File: config.mk
export PLATFORM = sky130hd
export DESIGN_NAME = tmr_countdown
export DESIGN_NICKNAME = d
export VERILOG_FILES = /design/src/rtl/tmr_pkg.sv /design/src/rtl/tmr_prescale.sv /design/src/rtl/tmr_down_counter.sv /design/src/rtl/tmr_zero_flag.sv /design/src/rtl/tmr_countdown.sv
export SDC_FILE = /design/constraint.sdc
export NUM_CORES = 1
export LEC_CHECK = 0
export BUFFER_PORTS_ARGS = -buffer_cell sky130_fd_sc_hd__buf_2
export CELL_PAD_IN_SITES_DETAIL_PLACEMENT = 1
export CELL_PAD_IN_SITES_GLOBAL_PLACEMENT = 2
export CORE_MARGIN = 2
export CORE_UTILIZATION = 33
export DETAILED_ROUTE_END_ITERATION = 8
export MAX_ROUTING_LAYER = met4
export PLACE_DENSITY = 0.81
export RECOVER_POWER = 100
export SETUP_SLACK_MARGIN = 0.3
export SYNTH_ARGS = -nofsm -noshare
export SYNTH_HDL_FRONTEND = slang
export SYNTH_SLANG_ARGS = --single-unit
File: constraint.sdc
create_clock -name clk -period 2.1 [get_ports clk]
set_clock_uncertainty 0.05 [all_clocks]
set_input_delay 0.315 -clock clk [delete_from_list [all_inputs] [get_ports clk]]
set_output_delay 0.315 -clock clk [all_outputs]
set_load 0.02 [all_outputs]
File: src/rtl/tmr_pkg.sv
package tmr_pkg;
   // control word bit positions (software-visible layout)
   localparam int unsigned CTL_EN   = 0;
   localparam int unsigned CTL_CLR  = 2;
   localparam int unsigned CTL_IE   = 3;
   localparam int unsigned CTL_FAST = 4;

   typedef struct packed {
      logic fast;
      logic ie;
      logic en;
   } tmr_cfg_t;
endpackage

File: src/rtl/tmr_prescale.sv
module tmr_prescale #(
   parameter int unsigned PRESCALE = 400,
   parameter int unsigned PHASES   = 5
) (
   input  logic clk,
   input  logic rst_n,
   output logic tick,
   output logic last_phase,
   output logic period_end
);
   localparam int unsigned PS_W = $clog2(PRESCALE);
   localparam int unsigned PH_W = $clog2(PHASES);
   localparam logic [PS_W-1:0] PS_TOP = PS_W'(PRESCALE - 1);
   localparam logic [PH_W-1:0] PH_TOP = PH_W'(PHASES - 1);

   if (PRESCALE < 2) begin : g_bad_prescale
      $error("tmr_prescale: PRESCALE must be at least 2");
   end
   if (PHASES < 2) begin : g_bad_phases
      $error("tmr_prescale: PHASES must be at least 2");
   end

   logic [PS_W-1:0] ps_q;
   logic [PH_W-1:0] phase_q;

   assign tick       = (ps_q == '0);
   assign last_phase = (phase_q == PH_TOP);
   assign period_end = tick & last_phase;

   always_ff @(posedge clk) begin
      if (!rst_n) begin
         ps_q    <= PS_TOP;
         phase_q <= '0;
      end else begin
         ps_q <= tick ? PS_TOP : ps_q - 1'b1;
         if (tick) phase_q <= last_phase ? '0 : phase_q + 1'b1;
      end
   end

   a_r1_phase_range: assert property (@(posedge clk) disable iff (!rst_n)
      phase_q <= PH_TOP);
   a_r1_phase_holds: assert property (@(posedge clk) disable iff (!rst_n)
      !tick |=> $stable(phase_q));
   a_r1_tick_spacing: assert property (@(posedge clk) disable iff (!rst_n)
      tick |=> !tick);
endmodule

File: src/rtl/tmr_down_counter.sv
module tmr_down_counter #(
   parameter int unsigned    CNT_W     = 16,
   parameter logic [CNT_W-1:0] RESET_VAL = '1
) (
   input  logic             clk,
   input  logic             rst_n,
   input  logic             step,
   input  logic             rld_lo_wr,
   input  logic             rld_hi_wr,
   input  logic [7:0]       rld_byte,
   output logic [CNT_W-1:0] count_q,
   output logic             zero_evt
);
   localparam int unsigned HI_W = CNT_W - 8;

   if (CNT_W < 9 || CNT_W > 16) begin : g_bad_width
      $error("tmr_down_counter: CNT_W must be 9..16");
   end

   logic [CNT_W-1:0] reload_q, reload_d, step_val;
   logic             rld_any;

   assign rld_any  = rld_lo_wr | rld_hi_wr;
   assign step_val = (count_q == '0) ? reload_q : count_q - 1'b1;
   assign zero_evt = step & ~rld_any & (count_q == CNT_W'(1));

   always_comb begin
      reload_d = reload_q;
      if (rld_lo_wr) reload_d[7:0]       = rld_byte;
      if (rld_hi_wr) reload_d[CNT_W-1:8] = rld_byte[HI_W-1:0];
   end

   always_ff @(posedge clk) begin
      if (!rst_n) begin
         count_q  <= RESET_VAL;
         reload_q <= '0;
      end else begin
         reload_q <= reload_d;
         if (rld_any)   count_q <= reload_d;
         else if (step) count_q <= step_val;
      end
   end

   a_r5_zero_reloads: assert property (@(posedge clk) disable iff (!rst_n)
      (step && !rld_any && count_q == '0) |=> count_q == $past(reload_q));
   a_r11_low_byte_load: assert property (@(posedge clk) disable iff (!rst_n)
      rld_lo_wr |=> count_q[7:0] == $past(rld_byte));
   a_r2_hold_no_step: assert property (@(posedge clk) disable iff (!rst_n)
      (!step && !rld_any) |=> $stable(count_q));
endmodule

File: src/rtl/tmr_zero_flag.sv
module tmr_zero_flag (
   input  logic clk,
   input  logic rst_n,
   input  logic zero_evt,
   input  logic ie_q,
   input  logic clr_do,
   input  logic clr_val,
   input  logic ie_drop,
   output logic zero_stat,
   output logic irq
);
   always_ff @(posedge clk) begin
      if (!rst_n) begin
         zero_stat <= 1'b0;
         irq       <= 1'b0;
      end else begin
         if (zero_evt)    zero_stat <= 1'b1;
         else if (clr_do) zero_stat <= clr_val;

         if (ie_drop)                irq <= 1'b0;
         else if (zero_evt && ie_q)  irq <= 1'b1;
         else if (clr_do)            irq <= 1'b0;
      end
   end

   a_r6_event_sets_flag: assert property (@(posedge clk) disable iff (!rst_n)
      zero_evt |=> zero_stat);
   a_r6_irq_has_flag: assert property (@(posedge clk) disable iff (!rst_n)
      irq |-> zero_stat);
   a_r8_ie_clear_drops: assert property (@(posedge clk) disable iff (!rst_n)
      ie_drop |=> !irq);
endmodule

File: src/rtl/tmr_countdown.sv
module tmr_countdown #(
   parameter int unsigned PRESCALE = 400,
   parameter int unsigned PHASES   = 5,
   parameter int unsigned CNT_W    = 16,
   parameter bit          QUIRK_EN = 1'b1
) (
   input  logic             clk,
   input  logic             rst_n,
   input  logic             ctrl_wr,
   input  logic [7:0]       ctrl_data,
   input  logic             rld_lo_wr,
   input  logic             rld_hi_wr,
   input  logic [7:0]       rld_byte,
   output logic [CNT_W-1:0] count_q,
   output logic             zero_stat,
   output logic             irq
);
   import tmr_pkg::*;

   tmr_cfg_t cfg_q;
   logic     tick, last_phase, period_end;
   logic     tick_step, quirk_step, step_any, zero_evt;
   logic     clr_do, ie_drop, cnt_nz;
   logic     unused_ctl_bits;

   assign unused_ctl_bits = ^{ctrl_data[7:5], ctrl_data[1]};

   tmr_prescale #(.PRESCALE(PRESCALE), .PHASES(PHASES)) u_pre (
      .clk(clk), .rst_n(rst_n), .tick(tick),
      .last_phase(last_phase), .period_end(period_end)
   );

   assign cnt_nz    = (count_q != '0);
   assign tick_step = cfg_q.en & (cfg_q.fast ? tick : period_end);

   if (QUIRK_EN) begin : g_quirk
      assign quirk_step = ctrl_wr & ~cfg_q.fast & ctrl_data[CTL_FAST] & ~last_phase;
   end else begin : g_no_quirk
      assign quirk_step = 1'b0;
   end

   assign step_any = tick_step | quirk_step;
   assign clr_do   = ctrl_wr & ctrl_data[CTL_CLR] &
                     (~cfg_q.en | (cnt_nz & ~ctrl_data[CTL_EN]));
   assign ie_drop  = ctrl_wr & ~ctrl_data[CTL_IE];

   always_ff @(posedge clk) begin
      if (!rst_n) begin
         cfg_q <= '0;
      end else if (ctrl_wr) begin
         cfg_q.en   <= ctrl_data[CTL_EN];
         cfg_q.ie   <= ctrl_data[CTL_IE];
         cfg_q.fast <= ctrl_data[CTL_FAST];
      end
   end

   tmr_down_counter #(.CNT_W(CNT_W), .RESET_VAL('1)) u_cnt (
      .clk(clk), .rst_n(rst_n), .step(step_any),
      .rld_lo_wr(rld_lo_wr), .rld_hi_wr(rld_hi_wr), .rld_byte(rld_byte),
      .count_q(count_q), .zero_evt(zero_evt)
   );

   tmr_zero_flag u_flag (
      .clk(clk), .rst_n(rst_n), .zero_evt(zero_evt), .ie_q(cfg_q.ie),
      .clr_do(clr_do), .clr_val(cnt_nz), .ie_drop(ie_drop),
      .zero_stat(zero_stat), .irq(irq)
   );

   a_r9_single_step: assert property (@(posedge clk) disable iff (!rst_n)
      !(tick_step && quirk_step));
   a_r4_idle_holds: assert property (@(posedge clk) disable iff (!rst_n)
      (!cfg_q.en && !quirk_step && !rld_lo_wr && !rld_hi_wr) |=> $stable(count_q));
   a_r7_refused_clear: assert property (@(posedge clk) disable iff (!rst_n)
      (ctrl_wr && ctrl_data[CTL_CLR] && cfg_q.en && (!cnt_nz || ctrl_data[CTL_EN])
       && !step_any) |=> $stable(zero_stat));
endmodule

==> implementation parameters <==
Parameter                              Value

Status
  Outcome    completed

STA
  Normalized max-slew margin    0.549
  Hold violation total from the final report    0
  Highest achievable clock rate    507 MHz
  Max-slew violations    0
  Post-Route Setup TNS    0 ns
  Worst-margin pin slew    0.676 ns
  Post-route minimum period    1.97 ns
  Period utilization    0.939
  Unrepaired setup endpoints after global routing    true
  Setup violators final    0

Critical path
  CP cell instances    nor4_4, nand4b_4, o221a_2, a221oi_1, o221ai_1
  Endpoint class of the critical path    flop
  Cell family with the largest share of critical-path delay    compound AO/OA/AOI/OAI gates
  Logic depth of the worst path, buffers included    5
  Crit path buf inv count    0
  Largest fanout on the critical path    8
  Number of cell instances on the worst register-to-register path    5
  CP Launch Type    flop
  Stage delay of the slowest cell on the critical path    0.45 ns
  Crit path DAT    2.09 ns
  Critical path type    flop to flop
  Cell with the biggest individual delay on the critical path    sky130_fd_sc_hd__o221a_2
  Worst EP required    2.22 ns

Power and ir drop
  Worst IR drop on VDD    0.324 mV
  Switching power    0.000606 W
  Internal power consumption    0.00152 W
  Clock network fraction of design power    0.337
  Power Density    632 nW/µm²
  LEAKAGE    1.33 nW
  Combinational Power Share    0.169
  Sw Share    0.286
  Sequential share of power    0.494

Cells and area
  Antenna diode instance count    0
  Final Net Count    408
  Area grow syn2layout    29.4%
  End-of-flow core utilization    0.437
  Fraction of final layout cells sized beyond drive strength 1    0.265

Yosys
  Main area contributors after synthesis    sky130_fd_sc_hd__dfxtp_1 38%, sky130_fd_sc_hd__nand2_1 8.0%, sky130_fd_sc_hd__a21oi_1 4.6%, sky130_fd_sc_hd__nand3_1 3.5%, sky130_fd_sc_hd__ha_1 3.4%
  #FFs+latches synth    49
  Fraction of synthesized cell area taken by the top area cell type    0.378
  Count of distinct cell types in the synthesized netlist    47
  Post-synth top area cell    sky130_fd_sc_hd__dfxtp_1
  Synthesized cell area    2590 µm²
  Ranking of synthesized cells by instance count    55 x sky130_fd_sc_hd__nand2_1, 49 x sky130_fd_sc_hd__dfxtp_1, 24 x sky130_fd_sc_hd__a21oi_1, 22 x sky130_fd_sc_hd__nor2_1, 18 x sky130_fd_sc_hd__nand3_1
  Post-synth ARST share    0
  Average footprint of a synthesized cell    8.24 µm²
  Count of flip-flops with a built-in enable after synthesis    0
  Total number of yosys warnings    0
  Most frequent cell after synthesis    sky130_fd_sc_hd__nand2_1
  Portion of the post-synthesis area used by sequential elements    0.378
  Cell count after synthesis    315
  Synthesized netlist net count    343
  Top flip-flop cell by instance count after synthesis    sky130_fd_sc_hd__dfxtp_1

Die
  Top-level I/O count    39
  Die span in x    92.7 µm
  Core Region    7690 µm²
  Rows    32
  Die ar.    8590 µm²
  Initial standard-cell utilization of the core    0.338
  Height of the die    92.7 µm

Detailed routing
  Detailed Routing Iterations Pass 1    4
  Residual DRC    0
  Final routed wirelength across all metal layers    8.48 mm
  Wire length on met3    318 µm
  Starting DRC count in detailed routing    133
  Remaining antenna violation count after routing    0
  Count of vias placed by the detailed router    2610
  Via-to-Cell Ratio    5.40
  Wire length per cell    17.6 µm
  Top routing layer in use    met4
  Met1 WL    3.83 mm
  Met2 wire length    4.28 mm

CTS
  Max Buffers Root-to-Sink    2
  Post-cts hold buffer count    0
  Deepest level of the CTS H-tree    2
  Number of CTS-inserted buffers    5
  Num Clock Sinks    49
  Root buffer cell    sky130_fd_sc_hd__clkbuf_8
  CTS tree    done
  Insertion delay to the later sink of the worst-skew pair    0.31 ns
  Clock Pin Slew Worst Setup and Hold Paths    0.10 ns

Global route
  Number of antenna violations at the first check in global routing    0
  Global Route Usage Sum    0.206
  Largest net degree at the start of global routing    19
  GRT Residual Overflow    0
  Vias in the first global route    2629
  First-pass GRT wire length    13.5 mm

Min path
  Number of cells on the worst hold path    3
  Path type of the worst min-delay path    primary input to flop

Place
  Final Wtd Congestion    0.865
  Port buffer count    34
  Half-perimeter wire length after placement    5.66 mm

Flow run
  # Max-Cap Violations    0
## cell families (layout without fill, tap and decap cells)
| family | Yosys count | after routing | synth area share |
|---|---|---|---|
| AO/OA/AOI/OAI | 72 | 73 | 0.202 |
| flip-flops | 49 | 49 | 0.378 |
| multiplexers | 5 | 5 | 0.0193 |
| XOR/XNOR | 16 | 16 | 0.0540 |
| AND/OR/NAND/NOR | 137 | 137 | 0.266 |
| adder cells (fa/ha/maj) | 7 | 7 | 0.0337 |
| buffers and inverters | 29 | 94 | 0.0468 |
## per-layer routing
layer / up-vias / GRT usage
met2: 57 / 0.355
met4: 0 / 0.0404
met3: 6 / 0.0415
met5: - / -
li1: 1255 / -
met1: 1292 / 0.254
## worst paths after layout
kind / startpoint / to / slack, ns
max: u_pre.ps_q[5] / u_cnt.count_q[11] / 0.13
min: ctrl_data[3] / cfg_q[1] / 0.23
max reg2reg: u_pre.ps_q[5] / u_cnt.count_q[11] / 0.13
min reg2reg: u_pre.ps_q[0] / u_pre.ps_q[0] / 0.35
## repair_timing
item | in CTS | in global routing
gates cloned | 2 | 1
gates resized for setup | 20 | 12
pin swaps | 8 | 6
buffers inserted | 11 | 3
setup endpoints to repair | 19 | 20
## placed cells by master, fill, tap and decap left out, drive strengths merged, types with 6 or more instances in the layout
master | synthesis | routed
dfxtp | 49 | 49
a21oi | 24 | 24
xnor2 | 6 | 6
a221o | 7 | 7
ha | 7 | 7
nor2 | 22 | 22
nand2b | 14 | 14
inv | 11 | 11
nor4 | 7 | 7
xor2 | 10 | 10
clkbuf | 14 | 27
o21ai | 10 | 10
buf | 4 | 55
a221oi | 9 | 9
nand2 | 55 | 55
nand3 | 18 | 18
## power by group through the flow
stage	Combinational [W]	Sequential (W)	Clock, W
detailed placement	0.000351	0.00106	0
floorplan	0.000184	0.00109	0
global route	0.000397	0.00106	0.000775
CTS	0.000375	0.00105	0.000728
global placement	0.000343	0.00106	0
finish	0.000359	0.00105	0.000715
## worst register-to-register path: cells and delay by family, from the launching register on
family / cells / cell delay (ns)
flip-flops: 1 / 0.36
AND/OR/NAND/NOR: 2 / 0.53
AO/OA/AOI/OAI: 3 / 0.90
## state kept, by name, indices dropped and copies added (netlist names)
| name | count |
|---|---|
| u_pre.ps_q | 9 |
| cfg_q | 3 |
| u_cnt.reload_q | 16 |
| u_flag.zero_stat | 1 |
| u_flag.irq | 1 |
| u_pre.phase_q | 3 |
| u_cnt.count_q | 16 |
## stage by stage
stage | power, W | cell area [µm²] | setup slack (ns) | cells | hold WS, ns
2_1_floorplan | 0.00127 | 2680 | 0.222 | 315 | 0.321
3_3_place_gp | 0.00140 | 3080 | 0.189 | 458 | 0.339
3_5_place_dp | 0.00141 | 3080 | 0.130 | 458 | 0.337
4_1_cts | 0.00215 | 3380 | 0.212 | 479 | 0.224
5_1_grt | 0.00223 | 3360 | 0.0539 | 483 | 0.242
6_report | 0.00212 | 3360 | 0.129 | 483 | 0.232
## cell type report
cell class / instances / area (µm²)
inverter: 11 / 41.3
clock buffer: 7 / 86.3
sequential: 49 / 990
fill: 963 / 4330
timing repair buffer: 75 / 459
clock inverter: 1 / 30.0
multi-input combinational: 238 / 1620
tap: 102 / 128
(Power assumes the default switching activity.)
